[src/rtl/ect_pkg.sv]
package ect_pkg;
   localparam logic [2:0] A_CTRL   = 3'd0;
   localparam logic [2:0] A_CNT_LO = 3'd1;
   localparam logic [2:0] A_CNT_HI = 3'd2;
   localparam logic [2:0] A_RLD_LO = 3'd3;
   localparam logic [2:0] A_RLD_HI = 3'd4;

   localparam int B_FLAG_LO = 6;
   localparam int B_FLAG_HI = 7;

   // stored control bits, bit 5 down to bit 0
   typedef struct packed {
      logic ie;
      logic ext;
      logic fast;
      logic split;
      logic cap;
      logic run;
   } ctrl_t;
endpackage

[src/rtl/ect_sync_edge.sv]
module ect_sync_edge #(
   parameter int STAGES = 2
) (
   input  logic clk,
   input  logic rst_n,
   input  logic async_in,
   output logic rise
);
   if (STAGES < 2) begin : g_bad_stages
      $error("ect_sync_edge: STAGES must be at least 2");
   end

   logic [STAGES-1:0] chain;
   logic              last;

   always_ff @(posedge clk or negedge rst_n) begin
      if (!rst_n) begin
         chain <= '0;
         last  <= 1'b0;
      end else begin
         chain <= {chain[STAGES-2:0], async_in};
         last  <= chain[STAGES-1];
      end
   end

   assign rise = chain[STAGES-1] & ~last;

   // a rising edge yields a pulse of exactly one cycle
   p_one_pulse_r2: assert property (@(posedge clk) disable iff (!rst_n)
      rise |=> !rise);
endmodule

[src/rtl/ect_prescale.sv]
module ect_prescale #(
   parameter int DIV = 12
) (
   input  logic clk,
   input  logic rst_n,
   input  logic step,
   output logic tick
);
   if (DIV < 1) begin : g_bad_div
      $error("ect_prescale: DIV must be at least 1");
   end

   if (DIV == 1) begin : g_pass
      assign tick = step;
   end else begin : g_count
      localparam int W = $clog2(DIV);
      logic [W-1:0] phase;

      always_ff @(posedge clk or negedge rst_n) begin
         if (!rst_n)
            phase <= '0;
         else if (step)
            phase <= (phase == W'(DIV - 1)) ? '0 : phase + W'(1);
      end

      assign tick = step && (phase == W'(DIV - 1));

      // a divided tick never lasts two cycles
      p_tick_spaced_r5: assert property (@(posedge clk) disable iff (!rst_n)
         tick |=> !tick);
   end
endmodule

[src/rtl/ect_count_core.sv]
module ect_count_core #(
   parameter int BYTE_W = 8
) (
   input  logic                  clk,
   input  logic                  rst_n,
   input  logic                  adv,
   input  logic                  split,
   input  logic                  cap_mode,
   input  logic                  cap_pulse,
   input  logic [1:0]            wr_cnt,
   input  logic [1:0]            wr_rld,
   input  logic [BYTE_W-1:0]     wdata,
   input  logic                  clr_lo,
   input  logic                  clr_hi,
   output logic [2*BYTE_W-1:0]   cnt,
   output logic [2*BYTE_W-1:0]   rld,
   output logic                  flag_lo,
   output logic                  flag_hi
);
   localparam int CW = 2 * BYTE_W;

   logic [CW-1:0] cnt_nx;
   logic          ovf_lo, ovf_hi;
   logic          cap_hit;

   assign cap_hit = cap_mode & cap_pulse;

   always_comb begin
      cnt_nx = cnt;
      ovf_lo = 1'b0;
      ovf_hi = 1'b0;
      if (adv) begin
         if (split) begin
            if (cnt[BYTE_W-1:0] == '1) begin
               cnt_nx[BYTE_W-1:0] = rld[BYTE_W-1:0];
               ovf_lo = 1'b1;
            end else begin
               cnt_nx[BYTE_W-1:0] = cnt[BYTE_W-1:0] + BYTE_W'(1);
            end
            if (cnt[CW-1:BYTE_W] == '1) begin
               cnt_nx[CW-1:BYTE_W] = rld[CW-1:BYTE_W];
               ovf_hi = 1'b1;
            end else begin
               cnt_nx[CW-1:BYTE_W] = cnt[CW-1:BYTE_W] + BYTE_W'(1);
            end
         end else if (cnt == '1) begin
            cnt_nx = cap_mode ? '0 : rld;
            ovf_hi = 1'b1;
         end else begin
            cnt_nx = cnt + CW'(1);
         end
      end
      if (wr_cnt[0]) cnt_nx[BYTE_W-1:0]  = wdata;
      if (wr_cnt[1]) cnt_nx[CW-1:BYTE_W] = wdata;
   end

   always_ff @(posedge clk or negedge rst_n) begin
      if (!rst_n) begin
         cnt     <= '0;
         rld     <= '0;
         flag_lo <= 1'b0;
         flag_hi <= 1'b0;
      end else begin
         cnt <= cnt_nx;
         if (cap_hit) begin
            rld <= cnt;
         end else begin
            if (wr_rld[0]) rld[BYTE_W-1:0]  <= wdata;
            if (wr_rld[1]) rld[CW-1:BYTE_W] <= wdata;
         end
         if (ovf_lo)      flag_lo <= 1'b1;
         else if (clr_lo) flag_lo <= 1'b0;
         if (ovf_hi || cap_hit) flag_hi <= 1'b1;
         else if (clr_hi)       flag_hi <= 1'b0;
      end
   end

   // the timestamp holds the count of the edge cycle
   p_cap_value_r3: assert property (@(posedge clk) disable iff (!rst_n)
      cap_hit |=> rld == $past(cnt));
   // a timestamp raises the high flag
   p_cap_flag_r4: assert property (@(posedge clk) disable iff (!rst_n)
      cap_hit |=> flag_hi);
   // the high flag falls only on a clear
   p_flag_sticky_r10: assert property (@(posedge clk) disable iff (!rst_n)
      flag_hi && !clr_hi |=> flag_hi);
   // no advance and no write leaves the count frozen
   p_hold_r6: assert property (@(posedge clk) disable iff (!rst_n)
      !adv && wr_cnt == 2'b00 |=> $stable(cnt));
   // without timestamp mode only writes touch the reload register
   p_no_cap_r1: assert property (@(posedge clk) disable iff (!rst_n)
      !cap_mode && wr_rld == 2'b00 |=> $stable(rld));
   // timestamp mode wraps to zero
   p_wrap_r8: assert property (@(posedge clk) disable iff (!rst_n)
      cap_mode && !split && adv && cnt == '1 && wr_cnt == 2'b00 |=> cnt == '0);
   // plain 16-bit mode reloads on overflow
   p_reload_r9: assert property (@(posedge clk) disable iff (!rst_n)
      !cap_mode && !split && adv && cnt == '1 && wr_cnt == 2'b00
      |=> cnt == $past(rld) && flag_hi);
endmodule

[src/rtl/edge_capture_timer.sv]
module edge_capture_timer #(
   parameter int BYTE_W      = 8,
   parameter int SYS_DIV     = 12,
   parameter int EXT_DIV     = 8,
   parameter int SYNC_STAGES = 2
) (
   input  logic              clk,
   input  logic              rst_n,
   input  logic              wr_en,
   input  logic [2:0]        wr_addr,
   input  logic [BYTE_W-1:0] wr_data,
   input  logic [2:0]        rd_addr,
   output logic [BYTE_W-1:0] rd_data,
   input  logic              cmp_in,
   input  logic              ext_clk,
   output logic              irq
);
   import ect_pkg::*;

   localparam int CW = 2 * BYTE_W;

   if (BYTE_W < 8) begin : g_bad_width
      $error("edge_capture_timer: BYTE_W must be at least 8");
   end

   ctrl_t         ctrl;
   logic          ctrl_wr;
   logic          cap_rise, ext_rise;
   logic          tick_sys, tick_ext, tick, adv;
   logic          cap_mode;
   logic [CW-1:0] cnt, rld;
   logic          flag_lo, flag_hi;

   assign ctrl_wr = wr_en && (wr_addr == A_CTRL);

   always_ff @(posedge clk or negedge rst_n) begin
      if (!rst_n)       ctrl <= '0;
      else if (ctrl_wr) ctrl <= ctrl_t'(wr_data[5:0]);
   end

   ect_sync_edge #(.STAGES(SYNC_STAGES)) u_cmp_sync (
      .clk(clk), .rst_n(rst_n), .async_in(cmp_in), .rise(cap_rise));

   ect_sync_edge #(.STAGES(SYNC_STAGES)) u_ext_sync (
      .clk(clk), .rst_n(rst_n), .async_in(ext_clk), .rise(ext_rise));

   ect_prescale #(.DIV(SYS_DIV)) u_div_sys (
      .clk(clk), .rst_n(rst_n), .step(1'b1), .tick(tick_sys));

   ect_prescale #(.DIV(EXT_DIV)) u_div_ext (
      .clk(clk), .rst_n(rst_n), .step(ext_rise), .tick(tick_ext));

   assign tick     = ctrl.fast ? 1'b1 : (ctrl.ext ? tick_ext : tick_sys);
   assign adv      = ctrl.run & tick;
   assign cap_mode = ctrl.cap & ~ctrl.split;

   ect_count_core #(.BYTE_W(BYTE_W)) u_core (
      .clk(clk), .rst_n(rst_n),
      .adv(adv), .split(ctrl.split), .cap_mode(cap_mode), .cap_pulse(cap_rise),
      .wr_cnt({wr_en && wr_addr == A_CNT_HI, wr_en && wr_addr == A_CNT_LO}),
      .wr_rld({wr_en && wr_addr == A_RLD_HI, wr_en && wr_addr == A_RLD_LO}),
      .wdata(wr_data),
      .clr_lo(ctrl_wr && !wr_data[B_FLAG_LO]),
      .clr_hi(ctrl_wr && !wr_data[B_FLAG_HI]),
      .cnt(cnt), .rld(rld), .flag_lo(flag_lo), .flag_hi(flag_hi));

   assign irq = ctrl.ie & (flag_hi | flag_lo);

   always_comb begin
      rd_data = '0;
      unique case (rd_addr)
         A_CTRL:   rd_data[7:0] = {flag_hi, flag_lo, ctrl};
         A_CNT_LO: rd_data = cnt[BYTE_W-1:0];
         A_CNT_HI: rd_data = cnt[CW-1:BYTE_W];
         A_RLD_LO: rd_data = rld[BYTE_W-1:0];
         A_RLD_HI: rd_data = rld[CW-1:BYTE_W];
         default:  rd_data = '0;
      endcase
   end

   // a timestamp with interrupts enabled requests an interrupt
   p_cap_irq_r4: assert property (@(posedge clk) disable iff (!rst_n)
      cap_mode && cap_rise && ctrl.ie && !ctrl_wr |=> irq);
   // split mode never counts as timestamp mode
   p_split_blocks_r1: assert property (@(posedge clk) disable iff (!rst_n)
      ctrl.split |-> !cap_mode);
endmodule

[config.mk]
export PLATFORM = sky130hd
export DESIGN_NAME = edge_capture_timer
export DESIGN_NICKNAME = d
export VERILOG_FILES = /design/src/rtl/ect_pkg.sv /design/src/rtl/ect_sync_edge.sv /design/src/rtl/ect_prescale.sv /design/src/rtl/ect_count_core.sv /design/src/rtl/edge_capture_timer.sv
export SDC_FILE = /design/constraint.sdc
export NUM_CORES = 1
export LEC_CHECK = 0
export BUFFER_PORTS_ARGS = -buffer_cell sky130_fd_sc_hd__buf_2
export CAP_MARGIN = 20
export CORE_MARGIN = 4
export CORE_UTILIZATION = 55
export DETAILED_ROUTE_END_ITERATION = 7
export PLACE_DENSITY_LB_ADDON = 0.3
export SYNTH_ARGS = -nofsm -noshare
export SYNTH_HDL_FRONTEND = slang
export SYNTH_SLANG_ARGS = --single-unit
export TNS_END_PERCENT = 5
[constraint.sdc]
create_clock -name clk -period 5.05 [get_ports clk]
set_input_delay 1.01 -clock clk [delete_from_list [all_inputs] [get_ports clk]]
set_output_delay 1.01 -clock clk [all_outputs]
set_load 0.02 [all_outputs]
# Word-level counts from Yosys, hierarchy flattened
# Cells that the tools add are included.
dict set report word_totals {
  register_bits 53
  latchBits 0
  ramBits 0
  rom_bits 0
  output_inout_bits 9
  memories 0
}
dict set report classes {
  add_sub_neg 5
  multipliers 0
  n_div 0
  n_lt_le_gt_ge 0
  n_eq_ne 13
  n_shift 0
  muxes 27
  bitwise_logic 10
  reduce_logical 19
}
# cell count
set ops {}
lappend ops {{2-to-1 mux 16 bit} 5}
lappend ops {{2-to-1 mux 8 bit} 6}
lappend ops {{one-hot mux 8 bit (5 select lines)} 1}
lappend ops {{adder 16 x 1 -> 16 bit (second input constant)} 1}
lappend ops {{adder 8 x 1 -> 8 bit (second input constant)} 2}
lappend ops {{equality test 16 bit (second input constant)} 1}
lappend ops {{equality test 8 bit (second input constant)} 2}
lappend ops {{2-to-1 mux 1 bit} 13}
lappend ops {{equality test 3 x 2 -> 1 bit (second input constant)} 4}
lappend ops {{nonzero test 2 bit} 6}
lappend ops {{equality test 3 bit (second input constant)} 3}
lappend ops {{logical AND 1 bit} 8}
lappend ops {{AND 1 bit} 6}
lappend ops {{equality test 3 x 1 -> 1 bit (second input constant)} 2}
lappend ops {{zero test 3 bit} 2}
lappend ops {{adder 4 x 1 -> 4 bit (second input constant)} 1}
lappend ops {{equality test 4 bit (second input constant)} 1}
lappend ops {{2-to-1 mux 4 bit} 1}
lappend ops {{adder 3 x 1 -> 3 bit (second input constant)} 1}
lappend ops {{2-to-1 mux 3 bit} 1}
lappend ops {{inverter 1 bit} 3}
lappend ops {{zero test 1 bit} 2}
lappend ops {{logical OR 1 bit} 1}
lappend ops {{OR 1 bit} 1}

# Longest topological paths before layout
# Gate-level depths: netlist of run 1.
dict set report depth {
  depth_word 9
  ltp_mapped 8
}

# Cells and area by module
# From an unflattened synthesis of run 1, not the netlist that was laid out.
dict set report unflattened {
  hier_cells 367
  area_unflattened_um2 3417.0
}
# mod instances cells_per_inst area_per_inst_um2 seq_area_each_um2
set modules_own_cells {}
lappend modules_own_cells {ect_count_core 1 260 2198.4 850.8}
lappend modules_own_cells {edge_capture_timer 1 68 681.9 150.1}
lappend modules_own_cells {{ect_prescale at u_div_sys} 1 21 212.7 100.1}
lappend modules_own_cells {ect_sync_edge 2 4 88.8 75.1}
lappend modules_own_cells {{ect_prescale at u_div_ext} 1 10 146.4 75.1}

# Worst setup path after synthesis of run 1
# OpenSTA, ideal clock, no wires.
dict set report synth_path {
  path_kind {in2out}
  start {in rd_addr[1]}
  end {out rd_data[2]}
  arrival_time_ns 2.168
  path_slack_ns 1.872
  stages 6
  path_buffers 2
  path_cell_list {clkbuf_1 buf_2 mux2i_1 nor2_1 a21oi_1 o22ai_1}
}
dict set report synth_via {
  elab_chain_cells 2
}
# item line
set synth_rtl {}
lappend synth_rtl {{start, declared} edge_capture_timer.sv:12} ;# input logic [2:0] rd_addr,
lappend synth_rtl {{equality test 3 bit (tied with other cells)} edge_capture_timer.sv:71} ;# unique case (rd_addr)
lappend synth_rtl {{one-hot mux 8 bit (5 select lines) *} edge_capture_timer.sv:71}
lappend synth_rtl {{end, declared} edge_capture_timer.sv:13} ;# output logic [BYTE_W-1:0] rd_data,
# Mark *: on every way between the ends. The rest lies on a longest branch, timed or not.

# Worst setup path after layout of run 1
dict set report layout_path {
  start {in rd_addr[1]}
  end {out rd_data[6]}
}
# Same word-level chain as after synthesis.

==> out/results.ini, run 1 <==
[status]
status = complete, no violations

[clock_tree]
clk_pin_slew_ps = 90
cts_buffers = 5
post_cts_resize_count = 0
cts_tree = yes
cts_sinks = 53
cts_max_level = 2
clk_latency_ps = 310
post_cts_buffers = 0
root_buffer = clkbuf_8
clk_path_buf_depth = 2
ctsHoldBuffers = 0

[placement]
pre_cts_ws_ps = 1850
placed_cell_area_mm2 = 0.00350
dp_hpwl_mm = 6.05
port_buffers = 27
gp_congestion = 0.885

[timing]
final-setup-viol-count = 0
worst_pin_slew_ps = 943
maxSlewHeadroom_pct = 36.9
post-route-min-period_ps = 3200
clock_skew_ps = 8.49
fin_crit_sh_pct = 63.5
fmax_mhz = 312
hold_viol_final = 0
fin_ws_ps = 1850
fin_setup_tns_ps = 0
rsz0062_at_grt = false
slew_viol_final = 0

[job]
drv_cap = 0

[min_path]
hold_path_class = reg -> reg

[setup_path]
crit_family = buffers and inverters
critPathLaunchType = input port
max_stage_delay_ps = 550
critical_path.max_fanout = 16
end_kind = primary output
cp.required_ps = 4040
crit_top_cell = buf_2
criticalPathCategory = in -> out
crit_chain = buf_2 > mux4_2 > inv_1 > o21ai_0 > buf_2
cp.arrival_ps = 2190
crit_path_top_delay_cell = mux4_2
cp_num_buf_inv = 3

[floorplanning]
die_area_mm2 = 0.00737
start_util_pct = 56.6
die_h_um = 85.9
die_w_um = 85.9
rows = 28
io_pins = 28
coreArea_mm2 = 0.00589

[cells_and_area]
final_area_mm2 = 0.00361
antenna_cells = 0
final_nets = 397
drive_gt1_share_pct = 16.6
postLayoutCoreUtil_pct = 61.4
syn2layout_area_growth_pct = 8.33

[yosys]
netlist_instances = 357
synth_edf_count = 0
yosys_warnings = 0
synthesis.nets = 381
synth_cell_types = 59
synth-seq-area-share_pct = 39.8
postSynthAreaPerCell_um2 = 9.34
synthFlopType = dfrtp_1
async_flop_share_pct = 100
ys_seq_elements = 53
syn-cell-area_mm2 = 0.00333

[route]
drc_errors = 0
drt-pass1-iter-count = 5
wl_per_cell_um = 18.8
wl_met3_um = 587
totalWireLength_mm = 8.45
drt-vias-per-instance = 6.43
dr_wl_met2_mm = 3.84
drt_iter0_drc = 283
highest_layer = met4
vias = 2888
ant_nets = 0
wl_met1_mm = 3.79

[global_routing]
antenna_found_initial = 0
gr-total-overflow = 0
grt_pass1_wl_mm = 14.1
grt_max_degree = 54
grt_use_total_pct = 24.4
grt_pass1_vias = 2795

[pwr]
p_leak_nw = 1.49
peakVddDrop_mv = 0.340
finalPower_mw = 1.73
power_density_mw_per_mm2 = 479

==> Yosys cell counts (3+ instances only) <==
library cell  count  area share, %
o22ai_1           6            1.1
a21oi_1          16            2.4
and3_1            3           0.56
mux2_2            8            2.7
nor2_1           23            2.6
mux4_2            3            2.0
a2111oi_0         3           0.79
dfrtp_1          53             40
o21ai_1           6           0.90
nand2b_1          5           0.94
nand3_1          17            2.6
nor3_1            4           0.60
buf_2             6           0.90
a221oi_1          6            1.6
mux2i_1          27            8.1
o211ai_1          3           0.68
o31ai_1           9            2.0
ha_1              5            1.9
xor2_1            7            1.8
a31oi_1           6            1.1
clkbuf_1         12            1.4
nand2_1          46            5.2
o21ai_0          30            4.5
nand4_1           3           0.56
inv_1             8           0.90
==> metal layers <==
layer,vias to the layer above,GRT usage (%)
met5,-,0
met2,136,37.4
li1,1353,-
met4,0,9.21
met1,1369,34.1
met3,30,5.09
==> worst paths after layout <==
kind | startpoint | to | slack, ps | cells after the start
setup / recovery | rd_addr[1] | rd_data[6] | 1850 | 5
hold / removal | u_cmp_sync.chain[0] | u_cmp_sync.chain[1] | 360 | 0
setup reg to reg | u_core.cnt[8] | u_core.cnt[7] | 2730 | 6
hold reg to reg | u_cmp_sync.chain[0] | u_cmp_sync.chain[1] | 360 | 0
max in group asynchronous | rst_n | u_core.cnt[11] | 3790 | 2
min in group asynchronous | rst_n | u_core.rld[13] | 790 | 2
==> power breakdown <==
group          leakage, nW  total (mW)  internal (mW)  switching, mW
Combinational        0.803       0.599          0.280          0.319
Sequential           0.634       0.842          0.574          0.267
Clock               0.0543       0.289          0.148          0.141
Total                 1.49        1.73           1.00          0.728
==> cell type report <==
class,instances,area (um^2)
clock buffer,5,68.8
clock inverter,3,46.3
fill,519,2270
inverter,8,30.0
multi-input combinational,275,1890
sequential,53,1330
tap,75,93.8
timing repair buffer,30,158
==> flip-flops by register name, summed over array words and instances, names as in the netlist <==
register	flops
u_core.flag_lo	1
u_div_sys.g_count.phase	4
u_ext_sync.chain	2
u_core.flag_hi	1
u_core.cnt	16
u_div_ext.g_count.phase	3
u_cmp_sync.last	1
ctrl	6
u_ext_sync.last	1
u_core.rld	16
u_cmp_sync.chain	2
==> per-stage QoR <==
step                hold WS (ps)  instances
floorplan                    331        357
global placement             333        441
detailed placement           336        441
CTS                          360        449
global route                 367        449
finish                       357        449
==> logic make-up after synthesis <==
logic type               Yosys count  synth area share [%]
AO/OA/AOI/OAI                    101                  19.4
XOR/XNOR                           9                  2.36
adder cells (fa/ha/maj)            5                  1.88
buffers and inverters             29                  3.83
flip-flops                        53                  39.8
multiplexers                      38                  12.8
AND/OR/NAND/NOR                  122                  19.9
==> cells in the final DEF, fill, tap and decap left out, types with 2 or more instances in the layout <==
cell type,count
dfrtp_1,53
nand2_1,46
o21ai_0,30
mux2i_1,27
buf_2,27
nor2_1,23
nand3_1,17
a21oi_1,16
o31ai_1,9
inv_1,8
mux2_2,8
xor2_1,7
o22ai_1,6
a31oi_1,6
o21ai_1,6
a221oi_1,6
nand2b_1,5
ha_1,5
clkbuf_8,5
nor3_1,4
mux4_2,3
and3_1,3
a2111oi_0,3
nand4_1,3
o211ai_1,3
buf_4,3
nor2b_1,2
o21a_1,2
nand4_4,2
o31a_1,2
xnor2_1,2
nor4_4,2
or3_1,2
a31o_1,2
Note: power is estimated with default switching activity, not from simulation.
==> inputs of run 2 (changes only) <==
--- a/config.mk
+++ b/config.mk
@@ -8,7 +8,7 @@
 export BUFFER_PORTS_ARGS = -buffer_cell sky130_fd_sc_hd__buf_2
 export CAP_MARGIN = 20
 export CORE_MARGIN = 4
-export CORE_UTILIZATION = 55
+export CORE_UTILIZATION = 54
 export DETAILED_ROUTE_END_ITERATION = 7
 export PLACE_DENSITY_LB_ADDON = 0.3
 export SYNTH_ARGS = -nofsm -noshare
==> constraint.sdc (replaced) <==
create_clock -name clk -period 2.9 [get_ports clk]
set_input_delay 0.58 -clock clk [delete_from_list [all_inputs] [get_ports clk]]
set_output_delay 0.58 -clock clk [all_outputs]
set_load 0.02 [all_outputs]
==> out/results.ini, run 2 (same netlist as run 1, synthesis figures left out) <==
[setup_path]
end_kind = primary output
critPathLaunchType = input port
cp.arrival_ps = 1770
ff2ff_setup_slack_ps = 630
cp.required_ps = 2320
critical_path.max_fanout = 16
criticalPathCategory = in -> out

[floorplanning]
die_w_um = 86.6
start_util_pct = 56.0
io_pins = 28
rows = 28
die_h_um = 86.6
die_area_mm2 = 0.00749
coreArea_mm2 = 0.00596

[cells_and_area]
antenna_cells = 0
final_area_mm2 = 0.00364
layout_common_cells = dfrtp_1, nand2_1, o21ai_0, mux2i_1, buf_2
drive_gt1_share_pct = 17.2
instances_no_fill = 452
postLayoutCoreUtil_pct = 61.1
reg_top3 = u_core.cnt x16, u_core.rld x16, ctrl x6
multiInputGateArea_mm2 = 0.00189
syn2layout_area_growth_pct = 9.16
layout_commonest_cell = dfrtp_1
fillers = 519
register_area_mm2 = 0.00133
final_nets = 400

[pwr]
peakVddDrop_mv = 0.428
p_leak_nw = 1.51
finalPower_mw = 3.05
power_density_mw_per_mm2 = 837

[timing]
hold_viol_final = 0
clock_skew_ps = 6.21
post-route-min-period_ps = 2350
slew_viol_final = 0
fin_setup_tns_ps = 0
maxSlewHeadroom_pct = 37.4
fin_crit_sh_pct = 81.0
fmax_mhz = 426
rsz0062_at_grt = false
worst_pin_slew_ps = 934
final-setup-viol-count = 0

[status]
status = complete, no violations

[clock_tree]
cts_sinks = 53
post_cts_buffers = 0
clk_pin_slew_ps = 90
cts_tree = yes
root_buffer = clkbuf_8
cts_buffers = 5
clk_latency_ps = 310
post_cts_resize_count = 0
ctsHoldBuffers = 0
clk_path_buf_depth = 2
cts_max_level = 2

[route]
vias = 2842
drc_errors = 0
ant_nets = 0
wl_per_cell_um = 18.5
totalWireLength_mm = 8.36
drt_iter0_drc = 278
drt-pass1-iter-count = 5
drt-vias-per-instance = 6.29

[placement]
dp.cells = 444
port_buffers = 27
placed_cell_area_mm2 = 0.00352
gp_congestion = 0.860
dp_hpwl_mm = 5.93

[global_routing]
grt_use_total_pct = 23.4
grt_pass1_vias = 2681
antenna_found_initial = 0
grt_max_degree = 54
gr-total-overflow = 0
grt_pass1_wl_mm = 13.7

[min_path]
hold_path_class = reg -> reg

[job]
drv_cap = 0

[run 2: final cells by class]
type / instances / share of cell area [%]
clock buffers: 6 / 2.27
clock inverters: 2 / 1.03
inverters: 8 / 0.825
multi-input cells: 275 / 51.9
flip-flops and latches: 53 / 36.5
well taps: 75 / 2.58
repair buffers: 33 / 4.95
[run 2: report_power, final]
group	internal (mW)	total (mW)	switching (mW)
Clock	0.281	0.526	0.245
Sequential	1.00	1.44	0.442
Combinational	0.493	1.08	0.584
[run 2: per-layer routing]
metal  vias to the layer above  GRT usage (%)  part of all wire, %
met5                         -              0                    0
li1                       1353              -                    -
met1                      1348           34.7                   46
met4                         0           7.65                  2.0
met3                        18           3.80                  7.6
met2                       123           35.0                   44
[run 2: through the flow]
stage	hold slack [ps]	setup slack (ps)
after floorplan	284	582
after global placement	332	570
after detailed placement	339	554
after CTS	360	552
after global routing	360	460
final	357	552
[run 2: path summary, 6_finish.rpt]
check / startpoint / to / cells past startpoint
min in group asynchronous: rst_n / u_core.cnt[11] / 2
max: rd_addr[1] / rd_data[6] / 5
max reg2reg: u_core.cnt[8] / u_core.cnt[7] / 6
min: u_cmp_sync.chain[0] / u_cmp_sync.chain[1] / 0
min reg2reg: u_cmp_sync.chain[0] / u_cmp_sync.chain[1] / 0
max in group asynchronous: rst_n / u_cmp_sync.last / 2
[run 2: worst max-delay path: stages]
cell	delay (ps)
buf_2	360
mux4_2	550
inv_1	60
o21ai_0	60
buf_2	160
==> inputs of run 3 (changes only) <==
--- a/config.mk
+++ b/config.mk
@@ -8,7 +8,7 @@
 export BUFFER_PORTS_ARGS = -buffer_cell sky130_fd_sc_hd__buf_2
 export CAP_MARGIN = 20
 export CORE_MARGIN = 4
-export CORE_UTILIZATION = 54
+export CORE_UTILIZATION = 55
 export DETAILED_ROUTE_END_ITERATION = 7
 export PLACE_DENSITY_LB_ADDON = 0.3
 export SYNTH_ARGS = -nofsm -noshare
==> constraint.sdc (replaced) <==
create_clock -name clk -period 2.2 [get_ports clk]
set_input_delay 0.44 -clock clk [delete_from_list [all_inputs] [get_ports clk]]
set_output_delay 0.44 -clock clk [all_outputs]
set_load 0.02 [all_outputs]
==> out/results.ini, run 3 (same netlist as run 1, synthesis figures left out) <==
[global_routing]
antenna_found_initial = 0
grt_use_total_pct = 25.1
grt_pass1_wl_mm = 14.6
grt_max_degree = 41
gr-total-overflow = 0
grt_pass1_vias = 2959

[floorplanning]
die_h_um = 85.9
io_pins = 28
coreArea_mm2 = 0.00589
die_area_mm2 = 0.00737
start_util_pct = 56.6
rows = 28
die_w_um = 85.9

[route]
ant_nets = 0
drt_iter0_drc = 240
drc_errors = 0
totalWireLength_mm = 8.66
drt-vias-per-instance = 6.41
wl_per_cell_um = 18.7
drt-pass1-iter-count = 7
vias = 2976

[setup_path]
end_kind = flop
r2r_end = u_core.cnt[11]
criticalPathCategory = reg -> reg
rr_worst_depth = 7
worstReg2RegStart = u_div_ext.g_count.phase[0]
critical_path.max_fanout = 10
cp.arrival_ps = 2250
ff2ff_setup_slack_ps = 120
cp.required_ps = 2370
critPathLaunchType = flop

[cells_and_area]
multiInputGateArea_mm2 = 0.00189
register_area_mm2 = 0.00133
drive_gt1_share_pct = 19.8
layout_common_cells = dfrtp_1, nand2_1, o21ai_0, mux2i_1, buf_2
final_nets = 412
fillers = 502
syn2layout_area_growth_pct = 11.3
reg_top3 = u_core.cnt x16, u_core.rld x16, ctrl x6
antenna_cells = 0
final_area_mm2 = 0.00371
layout_commonest_cell = dfrtp_1

[clock_tree]
ctsHoldBuffers = 0
clk_latency_ps = 310
clk_pin_slew_ps = 90
cts_max_level = 2
cts_tree = yes
clk_path_buf_depth = 2
post_cts_buffers = 0
cts_buffers = 5
cts_sinks = 53
root_buffer = clkbuf_8

[job]
drv_cap = 0

[placement]
dp_hpwl_mm = 6.34
placed_cell_area_mm2 = 0.00362
port_buffers = 27
gp_congestion = 0.925

[pwr]
power_density_mw_per_mm2 = 1070
p_leak_nw = 1.55
peakVddDrop_mv = 0.558

[timing]
post-route-min-period_ps = 2080
final-setup-viol-count = 0
fin_crit_sh_pct = 94.5
slew_viol_final = 0
worst_pin_slew_ps = 588
clock_skew_ps = 6.98
maxSlewHeadroom_pct = 60.8
rsz0062_at_grt = true
fmax_mhz = 481
fin_setup_tns_ps = 0
hold_viol_final = 0

[status]
status = complete, no violations

[min_path]
hold_path_class = in -> async

-- run 3: cell count changes in the layout (fill, tap and decap cells not counted) --
cell,change
clkbuf_1,+1
buf_4,+11
bufinv_16,-1
clkbuf_8,-1
dfrtp_2,+1
dfrtp_1,-1
clkinvlp_4,+1
buf_12,+1
-- run 3: cell type report --
type	count	area share [%]
Sequential cell	53	35.8
Inverter	8	0.809
Tap cell	75	2.53
Timing Repair Buffer	45	7.62
Clock inverter	2	0.405
Multi-Input combinational cell	275	50.9
Clock buffer	6	1.96
-- run 3: worst max path at each step --
stage                               startpoint        endpoint  slack, ps  depth (start not counted)
global placement                    rd_addr[1]      rd_data[6]        210                          5
finish              u_div_ext.g_count.phase[0]  u_core.cnt[11]        120                          7
CTS                                    ctrl[2]      rd_data[2]         70                          5
floorplan                           rd_addr[1]      rd_data[2]        160                          6
global route        u_div_ext.g_count.phase[0]  u_core.cnt[13]         -4                          7
detailed placement  u_div_ext.g_count.phase[0]  u_core.cnt[11]        110                          7
-- run 3: critical path: stages (launching register included) --
cell and delay [ps]:
dfrtp_1 420, ha_1 220, ha_1 190, and4b_1 210, o31a_1 380, or3_1 380
o21ai_0 90, a31oi_1 60
-- run 3: power by group --
part / switching (mW) / internal [mW]
Clock: 0.323 / 0.225
Sequential: 0.504 / 1.32
Combinational: 0.878 / 0.731
-- run 3: through the flow --
| stage | setup slack (ps) | hold WS [ps] | utilization, % | cells | power (mW) |
|---|---|---|---|---|---|
| 2_1_floorplan | 162 | 144 | - | 357 | 2.87 |
| 6_report | 120 | 32.0 | 63.0 | 464 | 3.98 |
| 4_1_cts | 70.0 | 44.7 | 63.0 | 464 | 3.97 |
| 3_5_place_dp | 114 | 336 | 61.5 | 456 | 3.43 |
| 5_1_grt | -3.67 | 37.4 | 63.0 | 464 | 4.26 |
| 3_3_place_gp | 205 | 332 | 61.5 | 456 | 3.35 |
-- run 3: routing by layer --
metal | up-vias | track usage (%) | share of wire (%)
li1 | 1385 | - | -
met1 | 1439 | 35.0 | 43
met2 | 139 | 39.0 | 47
met3 | 13 | 5.09 | 8.4
met4 | 0 | 8.92 | 1.4
met5 | - | 0 | 0
-- run 3: repair_timing --
action                                 CTS  global route
endpoints found under the hold margin    0             0
setup endpoints to repair                0             6
resized for setup                        0             1
